**src/rtl/hs_eb_pkg.sv**
```systemverilog
package hs_eb_pkg;

   typedef enum logic {
      HS_TWO_PHASE  = 1'b0,
      HS_FOUR_PHASE = 1'b1
   } hs_mode_e;

   // a new word waits at a receiving port
   function automatic logic hs_word_waiting(hs_mode_e m, logic req, logic ack);
      return (m == HS_FOUR_PHASE) ? (req & ~ack) : (req ^ ack);
   endfunction

   // a sending port has finished its last transfer and may launch another
   function automatic logic hs_port_idle(hs_mode_e m, logic req, logic ack);
      return (m == HS_FOUR_PHASE) ? (~req & ~ack) : ~(req ^ ack);
   endfunction

endpackage

```
**src/rtl/hs_eb_inport.sv**
```systemverilog
module hs_eb_inport
   import hs_eb_pkg::*;
(
   input  logic     clk,
   input  logic     rst,
   input  hs_mode_e mode,
   input  logic     req,
   input  logic     take,
   output logic     waiting,
   output logic     ack
);

   assign waiting = hs_word_waiting(mode, req, ack);

   always_ff @(posedge clk) begin
      if (rst) begin
         ack <= 1'b0;
      end else if (take) begin
         ack <= (mode == HS_FOUR_PHASE) ? 1'b1 : ~ack;
      end else if (mode == HS_FOUR_PHASE && ack && !req) begin
         ack <= 1'b0;
      end
   end

endmodule

```
**src/rtl/hs_eb_outport.sv**
```systemverilog
module hs_eb_outport
   import hs_eb_pkg::*;
#(
   parameter int DATA_W = 8
)(
   input  logic              clk,
   input  logic              rst,
   input  hs_mode_e          mode,
   input  logic              launch,
   input  logic [DATA_W-1:0] launch_data,
   input  logic              ack,
   output logic              idle,
   output logic              req,
   output logic [DATA_W-1:0] data
);

   assign idle = hs_port_idle(mode, req, ack);

   always_ff @(posedge clk) begin
      if (rst) begin
         req  <= 1'b0;
         data <= '0;
      end else if (launch) begin
         data <= launch_data;
         req  <= (mode == HS_FOUR_PHASE) ? 1'b1 : ~req;
      end else if (mode == HS_FOUR_PHASE && req && ack) begin
         req <= 1'b0;
      end
   end

endmodule

```
**src/rtl/hs_eb_ring.sv**
```systemverilog
module hs_eb_ring #(
   parameter int DATA_W = 8,
   parameter int SLOTS  = 4,
   localparam int PW    = (SLOTS > 1) ? $clog2(SLOTS) : 1,
   localparam int CW    = $clog2(SLOTS + 1)
)(
   input  logic              clk,
   input  logic              rst,
   input  logic              store,
   input  logic [DATA_W-1:0] store_data,
   input  logic              fetch,
   output logic [DATA_W-1:0] head_data,
   output logic [CW-1:0]     occ,
   output logic              empty,
   output logic              full
);

   localparam logic [PW-1:0] LAST = PW'(SLOTS - 1);

   logic [DATA_W-1:0] slot_q [SLOTS];
   logic [PW-1:0]     wr_ptr, rd_ptr, wr_nxt, rd_nxt;

   generate
      if ((SLOTS & (SLOTS - 1)) == 0) begin : g_pow2_wrap
         assign wr_nxt = wr_ptr + 1'b1;
         assign rd_nxt = rd_ptr + 1'b1;
      end else begin : g_cmp_wrap
         assign wr_nxt = (wr_ptr == LAST) ? '0 : wr_ptr + 1'b1;
         assign rd_nxt = (rd_ptr == LAST) ? '0 : rd_ptr + 1'b1;
      end
   endgenerate

   assign head_data = slot_q[rd_ptr];
   assign empty     = (occ == '0);
   assign full      = (occ == CW'(SLOTS));

   always_ff @(posedge clk) begin
      if (store) slot_q[wr_ptr] <= store_data;
   end

   always_ff @(posedge clk) begin
      if (rst) begin
         wr_ptr <= '0;
         rd_ptr <= '0;
         occ    <= '0;
      end else begin
         if (store) wr_ptr <= wr_nxt;
         if (fetch) rd_ptr <= rd_nxt;
         case ({store, fetch})
            2'b10:   occ <= occ + 1'b1;
            2'b01:   occ <= occ - 1'b1;
            default: occ <= occ;
         endcase
      end
   end

endmodule

```
**src/rtl/hs_elastic_buf.sv**
```systemverilog
module hs_elastic_buf
   import hs_eb_pkg::*;
#(
   parameter int DATA_W = 8,
   parameter int SLOTS  = 4,
   localparam int CW    = $clog2(SLOTS + 1)
)(
   input  logic              clk,
   input  logic              rst,
   input  logic              four_phase,
   input  logic              up_req,
   input  logic [DATA_W-1:0] up_data,
   output logic              up_ack,
   output logic              dn_req,
   output logic [DATA_W-1:0] dn_data,
   input  logic              dn_ack
);

   generate
      if (DATA_W < 1) begin : g_bad_width
         $error("hs_elastic_buf: DATA_W must be at least 1");
      end
      if (SLOTS < 2) begin : g_bad_depth
         $error("hs_elastic_buf: SLOTS must be at least 2");
      end
   endgenerate

   hs_mode_e          mode;
   logic              in_waiting, in_take;
   logic              out_idle, out_launch;
   logic              ring_store, ring_fetch, ring_empty, ring_full;
   logic              bypass;
   logic [DATA_W-1:0] ring_head, launch_word;
   logic [CW-1:0]     occ;

   assign mode        = hs_mode_e'(four_phase);
   assign in_take     = in_waiting & ~ring_full;
   assign bypass      = in_take & ring_empty & out_idle;
   assign ring_fetch  = out_idle & ~ring_empty;
   assign ring_store  = in_take & ~bypass;
   assign out_launch  = bypass | ring_fetch;
   assign launch_word = ring_fetch ? ring_head : up_data;

   hs_eb_inport u_in (
      .clk(clk), .rst(rst), .mode(mode), .req(up_req),
      .take(in_take), .waiting(in_waiting), .ack(up_ack)
   );

   hs_eb_ring #(.DATA_W(DATA_W), .SLOTS(SLOTS)) u_ring (
      .clk(clk), .rst(rst), .store(ring_store), .store_data(up_data),
      .fetch(ring_fetch), .head_data(ring_head), .occ(occ),
      .empty(ring_empty), .full(ring_full)
   );

   hs_eb_outport #(.DATA_W(DATA_W)) u_out (
      .clk(clk), .rst(rst), .mode(mode), .launch(out_launch),
      .launch_data(launch_word), .ack(dn_ack), .idle(out_idle),
      .req(dn_req), .data(dn_data)
   );

endmodule

```
**config.mk**
```make
export PLATFORM = sky130hd
export DESIGN_NAME = hs_elastic_buf
export DESIGN_NICKNAME = d
export VERILOG_FILES = /design/src/rtl/hs_eb_pkg.sv /design/src/rtl/hs_eb_inport.sv /design/src/rtl/hs_eb_outport.sv /design/src/rtl/hs_eb_ring.sv /design/src/rtl/hs_elastic_buf.sv
export SDC_FILE = /design/constraint.sdc
export NUM_CORES = 1
export LEC_CHECK = 0
export BUFFER_PORTS_ARGS = -buffer_cell sky130_fd_sc_hd__buf_2
export CAP_MARGIN = 20
export CORE_MARGIN = 8
export CORE_UTILIZATION = 60
export DETAILED_ROUTE_END_ITERATION = 12
export GPL_ROUTABILITY_DRIVEN = 0
export GPL_TIMING_DRIVEN = 0
export PLACE_DENSITY = 0.81
export SLEW_MARGIN = 20
export SYNTH_ARGS = -nofsm -noshare
export SYNTH_HDL_FRONTEND = slang
export SYNTH_SLANG_ARGS = --single-unit
```
**constraint.sdc**
```tcl
create_clock -name clk -period 7.4 [get_ports clk]
set_input_delay 0.37 -clock clk [delete_from_list [all_inputs] [get_ports clk]]
set_output_delay 0.37 -clock clk [all_outputs]
set_load 0.005 [all_outputs]
```
==> metrics.cfg <==
[clock_tree]
cts-root-buf=clkbuf_4
cts.sinks=51
clkLatencyLatePin_ns=0.37
cts_resized=0
hold_buffers=0
h-tree-depth=2
cts_inserted_buffers=5
clockBufferDepth=2
postCtsSetupBuffers=0
path_clk_slew_ns=0.14
tritoncts=yes

[synth]
yosysTopAreaCell=edfxtp_1
synth_flop_cell=edfxtp_1
yosysMostFrequentCell=edfxtp_1
ys_seq_elements=51
synth_area_um2=2190
synth_edf_count=32
synth_area_per_cell_um2=14.8
synthTopCellsByArea=edfxtp_1 (44%), dfxtp_1 (17%), mux4_2 (8.2%), mux2i_1 (4.6%), ha_1 (4.0%)
yosys.cell_types.count=35
synth_warnings=0
seq_area_frac_synth_pct=61.3
async_flop_share_pct=0
synth_fp_nets=169
synthTopCellsByCount=edfxtp_1 (32), dfxtp_1 (19), nor2_1 (16), mux2i_1 (10)
synthCells=148
synth_top_area_share_pct=43.9

[run_status]
status=complete, no violations

[route]
wire_per_inst_um=18.5
drcViolationCount=0
via_count=1266
first_iter_violations=95
viasPerCell=5.60
wl_um=4190
ant_nets=0
first_pass_iters=4

[floorplanning]
die_w_um=76.4
core_um2=3580
rows=22
dieArea_um2=5830
dieHeight_um=76.4
start_util_pct=61.1
pin_count=23

[sta]
finalCritPeriodShare_pct=37.2
min_period_ns=2.75
final-setup-viol-count=0
tns_ns=0
rsz0062_at_grt=false
setup_slack_ns=4.65
max_slew_margin_pct=64.9
worstMarginPinSlew_ns=0.526
fmax_ghz=0.363
final_hold_viol_count=0
skew_ns=0.00990
slew_viol_final=0

[setup_path]
cp_slowest_cell=a221o_1
path_class=reg2reg
critPathBufInv=2
ff2ff_path_depth=10
crit_chain=inv_1 -> ha_1 -> a221o_1 -> a21oi_4 -> inv_1 -> ha_1 -> fa_1 -> xnor2_1 -> or3_1 -> a21oi_1
slowest_delay_ns=0.42
ff2ff_setup_slack_ns=4.65
path_delay_family=adder cells
worstPathArrival_ns=3.05
crit_path_end_kind=register
crit_path_start_kind=register
worst-endpoint-required_ns=7.70
path_max_fanout=7
r2r_end=u_ring.occ[2]
r2r_start=u_in.ack

[layout]
antenna_cells=0
nets=198
fin_util_pct=68.0
postLayoutCellArea_um2=2430
syn_to_final_growth_pct=11.2
drive_gt1_share_pct=27.0

[worst_hold_path]
min-delay-start=up_data[0]
hold_path_class=in2reg
holdPathEnd=u_ring.slot_q[3][0]
min_path_cells=1

[global_routing]
track_usage_pct=15.3
grt_pass1_wl_um=6950
grt_overflow=0
antenna_found_initial=0
grt_start_max_net_pins=16
grt_pass1_vias=1426

[place]
post-place-ws_ns=4.63
portBuffers=22
place_area_um2=2360
hpwl_um=2910

[power]
p_leak_nw=0.908
p_per_area_nw_per_um2=356
irDropWorstVdd_mv=0.173

[flow_run]
maxCapViolations=0

logic make-up (layout without fill, tap and decap cells):
logic type | count (synthesis) | count (layout) | share of synthesized area, %
simple gates | 32 | 32 | 7.55
flops | 51 | 51 | 61.3
xor+xnor | 4 | 4 | 1.60
buf+inv | 15 | 45 | 3.83
compound gates | 19 | 19 | 7.27
fa+ha+maj | 8 | 8 | 4.92
mux | 19 | 19 | 13.5
stage by stage:
stage	total power [mW]	std cells	hold slack [ns]
6_report	0.866	226	0.215
5_1_grt	0.913	226	0.217
4_1_cts	0.872	226	0.216
3_5_place_dp	0.718	218	0.493
3_3_place_gp	0.697	218	0.476
2_1_floorplan	0.631	148	0.469
worst register-to-register path, cell delays in order, from the launching register on:
cell and delay (ns):
dfxtp_1 0.36, inv_1 0.06, ha_1 0.28, a221o_1 0.42
a21oi_4 0.23, inv_1 0.08, ha_1 0.24, fa_1 0.38
xnor2_1 0.15, or3_1 0.33, a21oi_1 0.15
power breakdown:
part           internal, mW  leakage (nW)  switching (mW)
clock network        0.0718        0.0395          0.0827
logic                 0.145         0.419           0.157
registers             0.374         0.449          0.0355
registers in the layout, indices dropped and copies added (netlist names), named ones only:
name           count
u_ring.slot_q     32
u_ring.wr_ptr      2
u_ring.occ         3
u_out.data         8
u_in.ack           1
u_ring.rd_ptr      2
u_out.req          1
layout make-up:
class	instances	area, um^2
Clock buffer	7	45.0
Inverter	8	30.0
Sequential cell	51	1340
Clock inverter	1	30.0
Buffer	7	53.8
Timing Repair Buffer	22	110
Tap cell	48	60.1
Multi-Input combinational cell	82	762
Fill cell	258	1150
worst max path at each step:
stage | startpoint | endpoint | slack [ns] | cells after the start
2_1_floorplan | u_in.ack | u_ring.occ[2] | 4.86 | 10
3_3_place_gp | up_req | u_ring.occ[2] | 4.68 | 10
3_5_place_dp | up_req | u_ring.occ[2] | 4.63 | 10
4_1_cts | u_in.ack | u_ring.occ[2] | 4.63 | 10
5_1_grt | u_in.ack | u_ring.occ[2] | 4.49 | 10
6_report | u_in.ack | u_ring.occ[2] | 4.65 | 10
layer usage:
metal / global-route usage (%) / up-vias / part of all wire (%)
met5: 0 / - / 0
met4: 5.58 / 0 / 1.3
met3: 4.60 / 6 / 4.6
met2: 27.5 / 25 / 55
met1: 16.5 / 632 / 39
li1: - / 603 / -
cell usage in the layout (no fill, tap or decap), types with 3 or more instances in the layout:
master,netlist,routed
edfxtp_1,32,32
nor3_1,3,3
mux4_2,8,8
mux2i_1,10,10
dfxtp_1,19,19
nand2b_1,3,3
clkbuf_1,2,4
buf_2,1,23
nor2_1,16,16
ha_1,7,7
inv_1,8,8
a211oi_1,8,8
xor2_1,3,3
and2_1,4,4
clkbuf_4,0,5
(Power assumes the default switching activity.)
